$ cat config.mk
export PLATFORM = sky130hd
export DESIGN_NAME = acc_alu
export DESIGN_NICKNAME = d
export VERILOG_FILES = /design/src/rtl/acc_alu_pkg.sv /design/src/rtl/acc_alu_logic.sv /design/src/rtl/acc_alu_reg.sv /design/src/rtl/acc_alu.sv
export SDC_FILE = /design/constraint.sdc
export NUM_CORES = 1
export LEC_CHECK = 0
export BUFFER_PORTS_ARGS = -buffer_cell sky130_fd_sc_hd__clkbuf_2
export CAP_MARGIN = 20
export CORE_ASPECT_RATIO = 0.6
export CORE_MARGIN = 4
export CORE_UTILIZATION = 45
export CTS_CLUSTER_SIZE = 12
export DETAILED_ROUTE_END_ITERATION = 12
export PLACE_DENSITY = 0.7
export SETUP_SLACK_MARGIN = 0.3
export SLEW_MARGIN = 20
export SYNTH_ARGS = -nofsm -noshare
export SYNTH_HDL_FRONTEND = slang
export SYNTH_SLANG_ARGS = --single-unit
$ cat constraint.sdc
create_clock -name clk -period 6.36 [get_ports clk]
set_input_delay 1.272 -clock clk [delete_from_list [all_inputs] [get_ports clk]]
set_output_delay 1.272 -clock clk [all_outputs]
set_load 0.01 [all_outputs]
$ cat src/rtl/acc_alu_pkg.sv
package acc_alu_pkg;
   typedef enum logic [3:0] {
      OP_PASS_A = 4'd0,
      OP_PASS_M = 4'd1,
      OP_ADD    = 4'd2,
      OP_SUB    = 4'd3,
      OP_AND    = 4'd4,
      OP_OR     = 4'd5,
      OP_INV    = 4'd6,
      OP_SHL    = 4'd7,
      OP_SHR    = 4'd8
   } op_e;
endpackage

$ cat src/rtl/acc_alu_logic.sv
module acc_alu_logic #(
   parameter int W = 16,
   parameter int OPW = 4
) (
   input  logic [W-1:0]   a,
   input  logic [W-1:0]   m,
   input  logic [OPW-1:0] op,
   output logic [W-1:0]   y
);
   import acc_alu_pkg::*;

   initial begin
      if (W < 2) $error("acc_alu_logic: W must be at least 2");
      if (OPW < 4) $error("acc_alu_logic: OPW must be at least 4");
   end

   logic [W-1:0] sum_v, dif_v;
   assign sum_v = a + m;
   assign dif_v = a - m;

   always_comb begin
      unique case (op)
         OPW'(OP_PASS_M): y = m;
         OPW'(OP_ADD):    y = sum_v;
         OPW'(OP_SUB):    y = dif_v;
         OPW'(OP_AND):    y = a & m;
         OPW'(OP_OR):     y = a | m;
         OPW'(OP_INV):    y = ~a;
         OPW'(OP_SHL):    y = {a[W-2:0], 1'b0};
         OPW'(OP_SHR):    y = {1'b0, a[W-1:1]};
         default:         y = a;
      endcase
   end


   inv_ignores_m_chk: assert final (op != OPW'(OP_INV) || y == ~a);

   shl_fill_chk: assert final (op != OPW'(OP_SHL) || y[0] == 1'b0);
endmodule

$ cat src/rtl/acc_alu_reg.sv
module acc_alu_reg #(
   parameter int W = 16
) (
   input  logic         clk,
   input  logic         rst_n,
   input  logic         load,
   input  logic [W-1:0] d,
   output logic [W-1:0] q,
   output logic         z
);
   logic d_zero;
   assign d_zero = (d == '0);

   always_ff @(posedge clk or negedge rst_n) begin
      if (!rst_n) begin
         q <= '0;
         z <= 1'b1;
      end else if (load) begin
         q <= d;
         z <= d_zero;
      end
   end


   hold_chk: assert property (@(posedge clk) disable iff (!rst_n)
      !load |=> ($stable(q) && $stable(z)));

   zero_track_chk: assert property (@(posedge clk) disable iff (!rst_n)
      load |=> (z == (q == '0)));

   load_take_chk: assert property (@(posedge clk) disable iff (!rst_n)
      load |=> (q == $past(d)));
endmodule

$ cat src/rtl/acc_alu.sv
module acc_alu #(
   parameter int W = 16,
   parameter int OPW = 4
) (
   input  logic           clk,
   input  logic           rst_n,
   input  logic           wr_en,
   input  logic [OPW-1:0] op_sel,
   input  logic [W-1:0]   mem_opnd,
   output logic [W-1:0]   acc_q,
   output logic [W-1:0]   res_d,
   output logic           zero_q
);
   acc_alu_logic #(.W(W), .OPW(OPW)) u_logic (
      .a(acc_q), .m(mem_opnd), .op(op_sel), .y(res_d)
   );

   acc_alu_reg #(.W(W)) u_reg (
      .clk(clk), .rst_n(rst_n), .load(wr_en), .d(res_d),
      .q(acc_q), .z(zero_q)
   );


   rst_state_chk: assert property (@(posedge clk)
      $rose(rst_n) |-> (acc_q == '0 && zero_q));
endmodule

==> results of run 1 <==
==> through the flow <==
stage / hold slack, ns / cell area [µm²] / setup slack [ns] / util
3_5_place_dp: 0.495 / 3380 / 0.458 / 0.531
6_report: 0.504 / 3490 / 0.542 / 0.548
3_3_place_gp: 0.492 / 3380 / 0.571 / 0.531
2_1_floorplan: 0.496 / 3060 / 0.868 / -
5_1_grt: 0.513 / 3490 / 0.335 / 0.548
4_1_cts: 0.508 / 3460 / 0.451 / 0.544
==> state kept, by name (all words and copies together) (netlist names) <==
| name | flops |
|---|---|
| u_reg.q | 16 |
| u_reg.z | 1 |
==> worst paths after layout <==
check,end,slack [ns],from,cells after the start
setup / recovery,res_d[14],0.54,op_sel[3],15
hold / removal,u_reg.z,0.50,u_reg.z,2
setup reg to reg,u_reg.z,2.87,u_reg.q[0],11
hold reg to reg,u_reg.z,0.50,u_reg.z,2
max in group asynchronous,u_reg.z,5.08,rst_n,1
min in group asynchronous,u_reg.q[9],0.95,rst_n,1
==> where the power goes <==
| part | switching [mW] | leakage (nW) | internal [mW] | total [mW] |
|---|---|---|---|---|
| clock | 0.0404 | 0.0382 | 0.0851 | 0.125 |
| combinational | 0.369 | 1.25 | 0.253 | 0.622 |
| sequential | 0.0874 | 0.191 | 0.136 | 0.224 |
| total | 0.497 | 1.48 | 0.475 | 0.971 |
==> routing by layer <==
layer	routed length, µm	vias up
met5	0	-
met4	146	0
met3	2000	24
met2	4120	278
met1	5080	1689
li1	-	1671
==> critical path, cell delays in order <==
cell and delay (ns):
clkbuf_2 0.09, nand2b_1 0.21, or2_1 0.44, nor2_4 0.24, nor2_1 0.08, xnor2_1 0.13, ha_1 0.32, nor2b_1 0.33
o2111ai_1 0.20, a21oi_1 0.18, o22ai_1 0.16, o2111a_1 0.32, a211oi_2 0.36, inv_1 0.09, clkbuf_2 0.14
==> cell families (layout without fill, tap and decap cells) <==
| group | after synthesis | count (layout) | synth area share |
|---|---|---|---|
| compound gates | 164 | 164 | 0.371 |
| xor+xnor | 20 | 20 | 0.0572 |
| fa+ha+maj | 21 | 21 | 0.0866 |
| buf+inv | 39 | 81 | 0.0576 |
| flops | 17 | 17 | 0.139 |
| mux | 10 | 10 | 0.0368 |
| simple gates | 142 | 142 | 0.251 |
==> final cells by class <==
cell class	count	share of cell area
tap	84	0.0302
clock buffer	4	0.0226
timing repair buffer	63	0.0962
multi-input combinational	357	0.714
sequential	17	0.122
inverter	14	0.0151
==> repair_timing <==
item	4_1_cts	5_1_grt
setup endpoints to repair	0	5
resized for setup	0	6
endpoints found under the hold margin	0	0
==> synthesized netlist by cell type (3+ instances only) <==
| cell type | n |
|---|---|
| nand3_1 | 6 |
| or3_1 | 5 |
| nor2_1 | 42 |
| nor3_1 | 14 |
| inv_2 | 3 |
| inv_1 | 11 |
| mux2_2 | 10 |
| ha_1 | 18 |
| buf_2 | 9 |
| xnor2_1 | 11 |
| nor2b_1 | 6 |
| nand2_1 | 19 |
| a21oi_1 | 33 |
| a21o_1 | 10 |
| nor4_1 | 4 |
| a211oi_1 | 6 |
| o21ai_1 | 6 |
| dfrtp_1 | 16 |
| a31oi_1 | 6 |
| nand3b_1 | 3 |
| a31o_2 | 3 |
| o41ai_1 | 7 |
| o21a_1 | 11 |
| a211o_1 | 3 |
| o211ai_1 | 13 |
| or4_1 | 3 |
| and3_1 | 14 |
| xor2_1 | 9 |
| o21ai_0 | 25 |
| o31ai_1 | 7 |
| clkbuf_1 | 12 |
| nor3b_1 | 3 |
| o22ai_1 | 5 |
| nand2b_1 | 8 |
==> run summary, run 1 <==
The clock net sink count came out at 17. Across the VDD grid, the largest voltage drop is 0.200 mV. STA classifies the critical path endpoint as a primary output. The global-route usage over all layers was 0.275.

The post-layout minimum cycle time was 5.82 ns; the synthesized instance count was 413. Summed over all failing endpoints, the final setup total negative slack is 0 ns. The total power of the final layout was 0.971 mW; the remaining antenna violation count was 0. Clock tree synthesis selected as its root buffer the cell clkbuf_16.

The count of flip-flops with a built-in enable after synthesis was 0; the maximum number of pins on one net before global-route repair was 38. For the worst-case clock skew, the log shows 0.00146 ns. Counting the fill cells in the layout gives 593. Setup repair after global routing left no endpoint under its margin. The number of flip-flops and latches in the synthesized netlist was 17; the met3 usage was 0.0900.

For this block, the via count after detailed routing is 3662. The tools report the highest attainable clock frequency as 0.172 GHz. The library cells used most frequently in the layout, excluding fill and tap cells, are clkbuf_2, nor2_1, a21oi_1, o21ai_0, nand2_1.

The wire length per cell after detailed routing is 21.1 µm. For the clock tree buffer depth, the log shows 2. The final antenna diode count was 0; the area share of the leading cell type in the synthesized netlist was 0.131. The tools report the relative slew slack as 0.358.

TritonCTS built the clock tree. The class of the worst hold path was reg -> reg. The slew of the pin with the lowest slew margin came out at 0.956 ns. The library cell used most frequently in the layout, excluding fill and tap cells, is clkbuf_2.

Detailed placement finished with a half-perimeter wire length of 8680 µm. The floorplan step defined a die boundary enclosing 8230 µm². The run finished with clean final reports. The required time reported for the critical path endpoint came out at 5.09 ns. Largest driver fanout on the critical path: 10. The first-iteration detailed-routing DRC count was 433.

The most instantiated flip-flop cell in the synthesis netlist was dfrtp_1. Summed over all cells, the static leakage comes to 1.48 nW. The clock reaches the later pin of the worst-skew pair after 0.25 ns. The proportion of synthesized chip area in sequential cells is 0.139. By area the synthesized netlist is led by dfrtp_1, ha_1, a21oi_1.

The tools report the final-report hold violation count as 0. When the netlist entered floorplanning its net count stood at 455. The global placement routability congestion is 0.987, and the cell area power density is 279 nW/µm². The detail-routed via count per cell works out to 6.79. The run gives 22 as the site row count. The total overflow left after global routing is 0.

The tools report the element type at the critical path start as an input port. Across the run, the number of max-cap violations was 0. Data arrives at the worst endpoint at 4.55 ns. The fraction of layout instances using a drive strength above 1 came out at 0.218.

The number of antenna violations at the first check in global routing is 0. For the number of optimization iterations in the first detailed-route pass, the log shows 9. Count of distinct cell types in the synthesized netlist: 73.

Averaged over all synthesized cells, the footprint is 7.42 µm². Hold repair after CTS inserted 0 buffers. 56 I/O pins were placed. From synthesis to final layout, the design area changed by 13.8%.

The initial core utilization is 0.482, and the width of the die is 115 µm. The number of nets in the finished design was 498; the aggregate routed wire length was 11400 µm. Setup violations remaining at the end of the flow were counted as 0.

The proportion of synthesized flip-flops having asynchronous set or reset was 1.00; the number of global-route vias before repair was 3240. For the global routing met2 resource utilization, the log shows 0.346. The run gives 535 as the number of placed instances with taps included. The run gives 0 as the detailed-route DRC error count. In this run, CTS created clock tree buffers numbering 3. The biggest area contributor in the post-synthesis netlist is dfrtp_1. In this run the standard cell core region covers 6360 µm². Yosys printed 0 warnings. The area used by sequential logic in the layout was 427 µm²; the count of buffers inserted at the top-level ports was 55.

First-pass GRT wire length: 18000 µm. The clock transition at the registers of the reported paths was 0.05 ns; the footprint of the multi-input gates was 2490 µm². The tools report the global-route met1 utilization as 0.436. Once the clock tree was built, the setup fixing pass inserted 0 buffers. The type of the worst setup path is in -> out. The post-route non-filler standard cell count was 539; the number of pins with negative max-slew slack in the final report was 0.

The synthesized netlist occupies a cell area of 3060 µm². H-tree level count: 1. Measured along the y axis, the die boundary spans 71.9 µm. The highest-utilization routing layer at the global route stage was met1. The final worst-path cycle share is 0.915.
Note: power is estimated with default switching activity, not from simulation.
==> run 2: changes to the inputs <==
Settings changed: BUFFER_PORTS_ARGS -buffer_cell sky130_fd_sc_hd__clkbuf_2 to default, DONT_BUFFER_PORTS from default to 1, PLACE_DENSITY 0.7 to 0.63.
==> run summary, run 2 (synthesis results as in run 1) <==
The fraction of power consumed by combinational cells was 0.586 (-0.055); the boundary pin count was 56 (unchanged). The final-report hold violation count came out at 0 (unchanged). For the setup slack on the worst flop-to-flop path, the log shows 2.74 ns (-0.13 ns). Register bank with the most flops: u_reg.q. The highest attainable clock frequency came out at 0.173 GHz (+0.55%).

The global placement routability congestion is 0.927 (-6.1%), and the largest driver fanout on the critical path is 32 (+22). The count of hold-fix buffers inserted at cts was 0 (unchanged); the detailed-route DRC error count was 0 (unchanged). The vertical die dimension works out to 71.9 µm (unchanged).

Element type at the critical path start: an input port. For the die footprint, the log shows 8230 µm² (unchanged). The source-to-sink clock delay at the later pin of the worst-skew pair is 0.25 ns (about the same), and the width of the die is 115 µm (unchanged). For the final-layout setup total negative slack, the log shows 0 ns (unchanged).

Initial core utilization: 0.482 (unchanged). In the final layout, the registers with the most flip-flops are u_reg.q: 16 flops, u_reg.z: 1 flops. The count of buffers inserted at the top-level ports is 0 (-100%). The run gives 10700 µm (-5.7%) as the aggregate routed wire length. In this run the critical register-to-register path is launched from u_reg.q[0]. The fraction of layout instances using a drive strength above 1 came out at 0.0982 (-0.119). The total clock buffers created by CTS is 3 (unchanged). The flip-flop count of the largest register after layout works out to 16 (unchanged). The global-route usage over all layers is 0.260 (-0.0154), and the detail-routed via count per cell is 7.02 (+3.3%). The first-pass GRT wire length was 17000 µm (-5.6%). The wire length per cell after detailed routing was 22.3 µm (+5.7%); the total global routing overflow was 0 (unchanged). The first-iteration detailed-routing DRC count is 501 (+16%). The run finished with clean final reports.

The top cell types in the final layout, fill and taps aside, are nor2_1, a21oi_1, o21ai_0, nand2_1, ha_1. The standard cell core area is 6360 µm² (unchanged). Number of global-route vias before repair: 2925 (-9.7%). The sum of net half-perimeters after detailed placement is 8220 µm (-5.3%).

The type of element capturing the critical path was a primary output. The switching power share of the total was 0.505 (-0.00660). The cell area power density was 279 nW/µm² (+0.20%); the maximum vdd ir drop was 0.306 mV (+53%).

The slew of the pin with the lowest slew margin was 0.622 ns (-0.334 ns); the final cell utilization of the core was 0.499 (-0.0496). The cell depth of the worst flop-to-flop path works out to 12 (+1). Class of the worst hold path: reg -> reg. Data arrival time of the critical path: 4.51 ns (-0.04 ns). For the worst-case clock skew, the log shows 0.00209 ns (+0.000632 ns). The remaining antenna violation count was 0 (unchanged); the H-tree level count was 1 (unchanged). The site row count was 22 (unchanged); the number of pins with negative max-slew slack in the final report was 0 (unchanged). The power dissipated by switching net loads is 0.447 mW (-10%).

In this run the critical register-to-register path is captured at u_reg.z. The clock transition at the registers of the reported paths was 0.05 ns (about the same). The relative slew slack was 0.580 (+0.222). The detailed-route via count was 3377 (-7.8%); the number of nets in the finished design was 440 (-12%).

The final worst-path cycle share was 0.910 (-0.00503); the instance count along the most critical hold path was 2 (unchanged). The number of optimization iterations in the first detailed-route pass is 6 (-3). TritonCTS built the clock tree. The post-layout minimum cycle time is 5.79 ns (-0.0320 ns). The maximum number of pins on one net before global-route repair came out at 53 (+39%). The logs give 0.438 mW (-7.6%) for the cell-internal power and 1.23 nW (-17%) for the static leakage. The run gives 17 (unchanged) as the clock net sink count. The number of setup violations in the final report was 0 (unchanged). The tools report the number of max-cap violations as 0 (unchanged). The destination of the worst hold path was u_reg.z.

For the final antenna diode count, the log shows 0 (unchanged). The sequential share of power is 0.273 (+0.043). Part of the power in the clock network: 0.140 (+0.011). The type of the worst setup path is in -> out. The beginning of the worst hold path is u_reg.z.

Buffer type at the clock tree root: clkbuf_16. Compared with the post-synthesis result, the final layout area differs by 3.51%. The number of antenna violations at the first check in global routing is 0 (unchanged), and the clock tree buffer depth is 2 (unchanged). The run gives 5.09 ns (about the same) as the required time reported for the critical path endpoint. Setup repair after global routing left no endpoint under its margin. The library cell used most frequently in the layout, excluding fill and tap cells, is nor2_1.
run 2: changes by cell type in the layout (fill, tap and decap cells not counted), sizes merged:
cell,delta
buf,-3
clkbuf,-55
run 2: layout make-up:
class / count / area [µm²]
sequential: 17 / 427
fill: 625 / 3190
timing repair buffer: 5 / 37.5
tap: 84 / 105
multi-input combinational: 357 / 2470
inverter: 14 / 52.6
clock buffer: 4 / 78.8
run 2: metrics by stage:
step           setup WS (ns)  instances  total power [mW]  cell area (µm²)  hold WS, ns
2_1_floorplan          0.868        413             0.602             3060        0.496
3_3_place_gp           0.632        477             0.739             3080        0.515
4_1_cts                0.547        481             0.862             3160        0.548
6_report               0.574        481             0.885             3170        0.538
3_5_place_dp           0.559        477             0.734             3080        0.535
5_1_grt                0.425        481             0.951             3170        0.559
run 2: power groups by stage:
stage | sequential (mW) | clock [mW] | combinational, mW
2_1_floorplan | 0.200 | 0 | 0.402
3_3_place_gp | 0.240 | 0 | 0.499
3_5_place_dp | 0.239 | 0 | 0.496
4_1_cts | 0.237 | 0.126 | 0.500
5_1_grt | 0.247 | 0.135 | 0.569
6_report | 0.242 | 0.124 | 0.519
run 2: metal layers:
layer  wire length [µm]  vias up  share of wire  global-route usage
met3               1760        4           0.16              0.0650
met5                  0        -              0                   0
met2               4010      229           0.37               0.331
met4                 45        0         0.0042              0.0290
met1               4890     1587           0.46               0.433
li1                   -     1557              -                   -
run 2: worst max-delay path, stage by stage:
cell,delay [ns]
nand2b_1,0.19
or2_1,0.41
nor2_2,0.34
nor2_1,0.10
xnor2_1,0.14
ha_1,0.32
nor2b_1,0.30
o2111ai_1,0.17
a21oi_1,0.23
o22ai_1,0.20
o2111a_1,0.31
a211oi_2,0.36
inv_1,0.15
run 2: worst max-delay path by stage:
stage          startpoint   endpoint  slack (ns)  cells after the start
2_1_floorplan   op_sel[2]   res_d[9]        0.87                     14
3_3_place_gp    op_sel[3]  res_d[14]        0.63                     13
3_5_place_dp    op_sel[3]   res_d[9]        0.56                     12
4_1_cts         op_sel[3]   res_d[9]        0.55                     12
5_1_grt         op_sel[3]  res_d[14]        0.42                     13
6_report        op_sel[3]  res_d[14]        0.57                     13
run 2: what timing repair did:
item,CTS,global route
endpoints found under the setup margin,0,2
setup buffers,0,0
resized for setup,0,2
